**src/rtl/sq_pkg.sv**
```systemverilog
package sq_pkg;
  localparam int LFSR_W = 31;

  typedef enum logic [1:0] {
    FMT_NRZ     = 2'd0,
    FMT_RZ      = 2'd1,
    FMT_R1      = 2'd2,
    FMT_NRZ_ALT = 2'd3
  } line_fmt_e;

  typedef enum logic [1:0] {
    TRG_CONT   = 2'd0,
    TRG_EDGE   = 2'd1,
    TRG_LEVEL  = 2'd2,
    TRG_MANUAL = 2'd3
  } trig_mode_e;

  // Map unsupported orders onto order 7.
  function automatic logic [4:0] order_fix(input logic [4:0] ord);
    if ((ord >= 5'd5 && ord <= 5'd15) || ord == 5'd23 || ord == 5'd31)
      return ord;
    return 5'd7;
  endfunction

  // Feedback stages (bit index = tap - 1) for each supported order.
  function automatic logic [LFSR_W-1:0] tap_mask(input logic [4:0] ord);
    logic [LFSR_W-1:0] m;
    m = '0;
    case (ord)
      5'd5:  begin m[4] = 1'b1; m[2] = 1'b1; end
      5'd6:  begin m[5] = 1'b1; m[4] = 1'b1; end
      5'd8:  begin m[7] = 1'b1; m[5] = 1'b1; m[4] = 1'b1; m[3] = 1'b1; end
      5'd9:  begin m[8] = 1'b1; m[4] = 1'b1; end
      5'd10: begin m[9] = 1'b1; m[6] = 1'b1; end
      5'd11: begin m[10] = 1'b1; m[8] = 1'b1; end
      5'd12: begin m[11] = 1'b1; m[5] = 1'b1; m[3] = 1'b1; m[0] = 1'b1; end
      5'd13: begin m[12] = 1'b1; m[3] = 1'b1; m[2] = 1'b1; m[0] = 1'b1; end
      5'd14: begin m[13] = 1'b1; m[4] = 1'b1; m[2] = 1'b1; m[0] = 1'b1; end
      5'd15: begin m[14] = 1'b1; m[13] = 1'b1; end
      5'd23: begin m[22] = 1'b1; m[17] = 1'b1; end
      5'd31: begin m[30] = 1'b1; m[27] = 1'b1; end
      default: begin m[6] = 1'b1; m[5] = 1'b1; end
    endcase
    return m;
  endfunction

  // 2^n - 1 as a mask of the live stages.
  function automatic logic [LFSR_W-1:0] order_ones(input logic [4:0] ord);
    logic [LFSR_W-1:0] one;
    one = LFSR_W'(1);
    return (one << ord) - LFSR_W'(1);
  endfunction

  // Index of the last bit of a PRBS pattern (2^n - 2).
  function automatic logic [LFSR_W-1:0] prbs_last(input logic [4:0] ord);
    return order_ones(ord) - LFSR_W'(1);
  endfunction
endpackage

```
**src/rtl/sq_prbs.sv**
```systemverilog
module sq_prbs
  import sq_pkg::*;
(
  input  logic              clk,
  input  logic              rst_n,
  input  logic              load,
  input  logic              step,
  input  logic [4:0]        load_order,
  input  logic [4:0]        run_order,
  output logic [LFSR_W-1:0] state,
  output logic              bit_out
);
  logic [LFSR_W-1:0] state_q;
  logic              fb;

  assign fb      = ^(state_q & tap_mask(run_order));
  assign bit_out = state_q[5'(run_order - 5'd1)];
  assign state   = state_q;

  always_ff @(posedge clk) begin
    if (!rst_n)
      state_q <= '1;
    else if (load)
      state_q <= order_ones(load_order);
    else if (step)
      state_q <= ((state_q << 1) | LFSR_W'(fb)) & order_ones(run_order);
  end
endmodule

```
**src/rtl/sq_patmem.sv**
```systemverilog
module sq_patmem #(
  parameter  int BYTES = 32,
  parameter  int IW    = 31,
  localparam int AW    = $clog2(BYTES)
) (
  input  logic          clk,
  input  logic          we,
  input  logic [AW-1:0] waddr,
  input  logic [7:0]    wdata,
  input  logic [IW-1:0] bit_idx,
  output logic          bit_out
);
  logic [7:0]    mem [BYTES];
  logic [IW-4:0] byte_sel;
  logic [7:0]    rd_byte;

  always_ff @(posedge clk) begin
    if (we && 32'(waddr) < BYTES)
      mem[waddr] <= wdata;
  end

  assign byte_sel = bit_idx[IW-1:3];

  always_comb begin
    if (byte_sel < (IW-3)'(BYTES))
      rd_byte = mem[byte_sel[AW-1:0]];
    else
      rd_byte = 8'h00;
  end

  // Most significant bit of each byte goes out first.
  assign bit_out = rd_byte[3'd7 - bit_idx[2:0]];
endmodule

```
**src/rtl/sq_lineenc.sv**
```systemverilog
module sq_lineenc
  import sq_pkg::*;
(
  input  logic      active,
  input  logic      data,
  input  logic      half,
  input  line_fmt_e fmt,
  output logic      level
);
  always_comb begin
    if (!active)
      level = (fmt == FMT_R1);
    else begin
      case (fmt)
        FMT_RZ:  level = data & ~half;
        FMT_R1:  level = data | half;
        default: level = data;
      endcase
    end
  end
endmodule

```
**src/rtl/pattern_sequencer.sv**
```systemverilog
module pattern_sequencer
  import sq_pkg::*;
#(
  parameter  int MEM_BYTES = 32,
  localparam int AW        = $clog2(MEM_BYTES)
) (
  input  logic          clk,
  input  logic          rst_n,
  input  logic          cfg_src,
  input  logic [4:0]    cfg_order,
  input  logic [1:0]    cfg_fmt,
  input  logic [1:0]    cfg_trig,
  input  logic [AW-1:0] cfg_len,
  input  logic          mem_we,
  input  logic [AW-1:0] mem_addr,
  input  logic [7:0]    mem_wdata,
  input  logic          ext_trig,
  input  logic          man_trig,
  output logic          ser_out,
  output logic          ser_out_n,
  output logic          pat_strobe
);
  localparam int IW = LFSR_W;

  logic          run_q, phase_q, ext_q;
  logic [IW-1:0] idx_q;
  logic          act_src;
  line_fmt_e     act_fmt;
  logic [4:0]    act_order;
  logic [AW-1:0] act_len;

  // Named events shared with the checker.
  logic          edge_hit, go, at_end, boundary, pat_start, adv_bit;
  logic [IW-1:0] last_idx;
  logic [4:0]    live_order;
  logic [IW-1:0] lfsr_state;
  logic          prbs_bit, mem_bit, cur_bit, line_bit;

  assign live_order = order_fix(cfg_order);
  assign edge_hit   = ext_trig & ~ext_q;

  always_comb begin
    case (trig_mode_e'(cfg_trig))
      TRG_CONT:  go = 1'b1;
      TRG_EDGE:  go = edge_hit;
      TRG_LEVEL: go = ext_trig;
      default:   go = man_trig;
    endcase
  end

  assign last_idx  = act_src ? prbs_last(act_order) : IW'({act_len, 3'b111});
  assign at_end    = run_q & phase_q & (idx_q == last_idx);
  assign boundary  = ~run_q | at_end;
  assign pat_start = boundary & go;
  assign adv_bit   = run_q & phase_q & ~at_end;

  always_ff @(posedge clk) begin
    if (!rst_n) begin
      run_q     <= 1'b0;
      phase_q   <= 1'b0;
      idx_q     <= '0;
      ext_q     <= 1'b0;
      act_src   <= 1'b0;
      act_fmt   <= FMT_NRZ;
      act_order <= 5'd7;
      act_len   <= '0;
    end else begin
      ext_q <= ext_trig;
      if (boundary) begin
        act_src   <= cfg_src;
        act_fmt   <= line_fmt_e'(cfg_fmt);
        act_order <= live_order;
        act_len   <= cfg_len;
        run_q     <= pat_start;
        phase_q   <= 1'b0;
        idx_q     <= '0;
      end else begin
        phase_q <= ~phase_q;
        if (phase_q)
          idx_q <= idx_q + IW'(1);
      end
    end
  end

  sq_prbs u_prbs (
    .clk        (clk),
    .rst_n      (rst_n),
    .load       (boundary),
    .step       (adv_bit),
    .load_order (live_order),
    .run_order  (act_order),
    .state      (lfsr_state),
    .bit_out    (prbs_bit)
  );

  sq_patmem #(.BYTES(MEM_BYTES), .IW(IW)) u_mem (
    .clk     (clk),
    .we      (mem_we),
    .waddr   (mem_addr),
    .wdata   (mem_wdata),
    .bit_idx (idx_q),
    .bit_out (mem_bit)
  );

  assign cur_bit = act_src ? prbs_bit : mem_bit;

  sq_lineenc u_enc (
    .active (run_q),
    .data   (cur_bit),
    .half   (phase_q),
    .fmt    (act_fmt),
    .level  (line_bit)
  );

  assign ser_out    = line_bit;
  assign ser_out_n  = ~line_bit;
  assign pat_strobe = run_q & ~phase_q & (idx_q == '0);
endmodule

```
**config.mk**
```make
export PLATFORM = sky130hd
export DESIGN_NAME = pattern_sequencer
export DESIGN_NICKNAME = d
export VERILOG_FILES = /design/src/rtl/sq_pkg.sv /design/src/rtl/sq_prbs.sv /design/src/rtl/sq_patmem.sv /design/src/rtl/sq_lineenc.sv /design/src/rtl/pattern_sequencer.sv
export SDC_FILE = /design/constraint.sdc
export NUM_CORES = 1
export LEC_CHECK = 0
export BUFFER_PORTS_ARGS = -buffer_cell sky130_fd_sc_hd__buf_2
export CAP_MARGIN = 0
export CORE_MARGIN = 5
export CORE_UTILIZATION = 40
export DETAILED_ROUTE_END_ITERATION = 8
export GPL_ROUTABILITY_DRIVEN = 0
export PLACE_DENSITY = 0.65
export SETUP_SLACK_MARGIN = 0.02
export SLEW_MARGIN = 20
export SYNTH_ARGS = -nofsm -noshare
export SYNTH_HDL_FRONTEND = slang
export SYNTH_SLANG_ARGS = --single-unit
```
**constraint.sdc**
```tcl
create_clock -name clk -period 6.4 [get_ports clk]
set_clock_uncertainty 0.15 [all_clocks]
set_input_delay 0.64 -clock clk [delete_from_list [all_inputs] [get_ports clk]]
set_output_delay 0.64 -clock clk [all_outputs]
set_load 0.02 [all_outputs]
```
==> out/qor.csv <==
metric,value,unit
outcome,completed,
placed_cell_area,17300,µm²
cts_buffer_depth,3,
peakVddDrop,0.298,mV
multi_input_area,6850,µm²
seq_area_frac_synth,0.557,
tightest_slew,1020,ps
antenna_cells,0,
clock_latency,510,ps
yosysTopAreaCell,edfxtp_1,
cts_setup_buffers,0,
async_flop_share,0,
max_freq,172,MHz
vias_per_cell,6.09,
hold_depth,2,
yosys-top-cells-area,"edfxtp_1 (46%), mux4_2 (13%), dfxtp_1 (9.9%), nor2_1 (3.2%), nand2_1 (1.7%)",
synthToLayoutAreaGrowth,10.1,%
clkTransAtPathRegs,60,ps
port_buffers,35,
hp-start,ext_trig,
die_w,215,µm
setup-tns-final,0,ps
worstRegToRegCells,12,
first_global_vias,10800,
cp_max_fo,28,
netlist_area,16800,µm²
design_area,18500,µm²
min_path_type,in2reg,
ys_ff_latch,339,
dr.first_iter.drc_count,1364,
fill_cells,3725,
end_kind,flop,
drt-pass1-iter-count,7,
synthFlopType,edfxtp_1,
finalSetupViolCount,0,
drive_gt1_frac,0.176,
netlist_instances,1300,
yosysMostFrequentCell,edfxtp_1,
htree_levels,2,
ios,36,
rsz0062_at_grt,false,
crit_slowest_cell,ha_1,
critical_path.max_stage_delay,930,ps
period_minus_slack,5800,ps
critPathBufInv,1,
crit_chain,ha_1 -> nor2_1 -> a221oi_1 -> o41ai_1 -> a211oi_1 -> mux2_2 -> and4_1 -> and4_4 -> a41o_2 -> buf_4 -> or4_1 -> nand3_1,
synth_edf_count,256,
synth_common_cells,"edfxtp_1 (256), nor2_1 (142), mux4_2 (94)",
cts_inserted_buffers,37,
r2r_end,u_prbs.state[19],
final_antenna_net_count,0,
tritoncts,done,
overflow,0,
avgSynthCellArea,12.9,µm²
wl,42.7,mm
gr-usage-all-layers,0.179,
cellPowerDensity,267,nW/µm²
period_share,0.907,
num_rows,75,
rr_startpoint,act_order[0],
vias,11300,
grt_start_max_net_pins,65,
antenna_found_initial,0,
ys_types,87,
hold-worst-slack,205,ps
coreArea,41800,µm²
nets,1337,
root_buffer,clkbuf_16,
cts_resized,0,
yosys_warnings,0,
yosysTopAreaCellShare,0.458,
slew-limit-headroom,0.321,
finalHoldViolCount,0,
hold_buffers,0,
dpl.hpwl,28.8,mm
crit_required,6710,ps
worst_ep_arrival_time,6110,ps
avgRoutedWirePerCell,23.0,µm
p_leak,5.92,nW
start_kind,flop,
crit_type,reg2reg,
slew_viol_final,0,
die_h,215,µm
cts.sinks,339,
route.detailed.drc,0,
path_delay_family,compound AO/OA/AOI/OAI gates,
grt_pass1_wl,65.5,mm
min_to,ext_q,
dieArea,46200,µm²
seqCellArea,9360,µm²
initial_core_util,0.402,
maxCapViolations,0,
rrSetupSlack,600,ps
-- area by class of cell --
type                       instances  area share
timing repair buffer              53      0.0181
clock buffer                      43      0.0524
clock inverter                    20      0.0110
sequential                       339       0.506
multi-input combinational        832       0.370
inverter                          29     0.00589
tap                              539      0.0365
-- through the flow --
| step | power (mW) | setup WS, ps | utilization | cells |
|---|---|---|---|---|
| 2_1_floorplan | 2.76 | 1510 | - | 1301 |
| 3_3_place_gp | 2.91 | 762 | 0.415 | 1792 |
| 3_5_place_dp | 2.92 | 759 | 0.415 | 1792 |
| 4_1_cts | 4.97 | 733 | 0.443 | 1855 |
| 5_1_grt | 5.11 | 372 | 0.443 | 1855 |
| 6_report | 4.94 | 598 | 0.443 | 1855 |
-- metal layers --
| metal | GRT usage | part of all wire | vias to the layer above |
|---|---|---|---|
| li1 | - | - | 5037 |
| met1 | 0.259 | 0.42 | 5599 |
| met2 | 0.283 | 0.47 | 563 |
| met3 | 0.0287 | 0.079 | 96 |
| met4 | 0.0470 | 0.029 | 0 |
| met5 | 0 | 0 | - |
-- cell families after synthesis --
| logic type | synth area share |
|---|---|
| compound gates | 0.0924 |
| xor+xnor | 0.0303 |
| fa+ha+maj | 0.00954 |
| buf+inv | 0.0359 |
| flops | 0.557 |
| mux | 0.145 |
| other cells | 0.000223 |
| simple gates | 0.130 |
-- placed cells by master, fill, tap and decap left out, types with 30 or more instances in the layout --
| cell type | instances |
|---|---|
| a21oi_1 | 49 |
| buf_2 | 35 |
| clkbuf_16 | 38 |
| dfxtp_1 | 80 |
| edfxtp_1 | 256 |
| mux4_2 | 94 |
| nand2_1 | 74 |
| nand3_1 | 43 |
| nor2_1 | 142 |
| o21ai_0 | 30 |
| xnor2_1 | 30 |
-- worst max path at each step --
stage                  from                to  slack [ps]  cells after the start
3_5_place_dp   act_order[0]  u_prbs.state[19]         760                     12
6_report       act_order[0]  u_prbs.state[19]         600                     12
3_3_place_gp   act_order[0]  u_prbs.state[19]         760                     12
5_1_grt        act_order[0]  u_prbs.state[30]         370                     12
4_1_cts        act_order[0]  u_prbs.state[19]         730                     12
2_1_floorplan  act_order[0]        act_fmt[0]        1510                     21
-- registers in the layout, summed over array words and instances, names as in the netlist, named ones only --
register and flops:
u_mem.mem 256, idx_q 31, u_prbs.state 31, act_len 5
act_order 5, act_fmt 2, act_src 1, ext_q 1
phase_q 1, run_q 1
-- where the power goes --
part | leakage, nW | internal, mW | switching [mW]
sequential | 2.99 | 2.41 | 0.0459
combinational | 2.35 | 0.153 | 0.272
clock | 0.571 | 1.21 | 0.844
-- worst register-to-register path, stage by stage (launching register included) --
cell and delay [ps]:
dfxtp_1 680, ha_1 930, nor2_1 380, a221oi_1 700
o41ai_1 220, a211oi_1 530, mux2_2 400, and4_1 190
and4_4 170, a41o_2 490, buf_4 320, or4_1 480
nand3_1 100
Power figures use the tool's default switching activity.
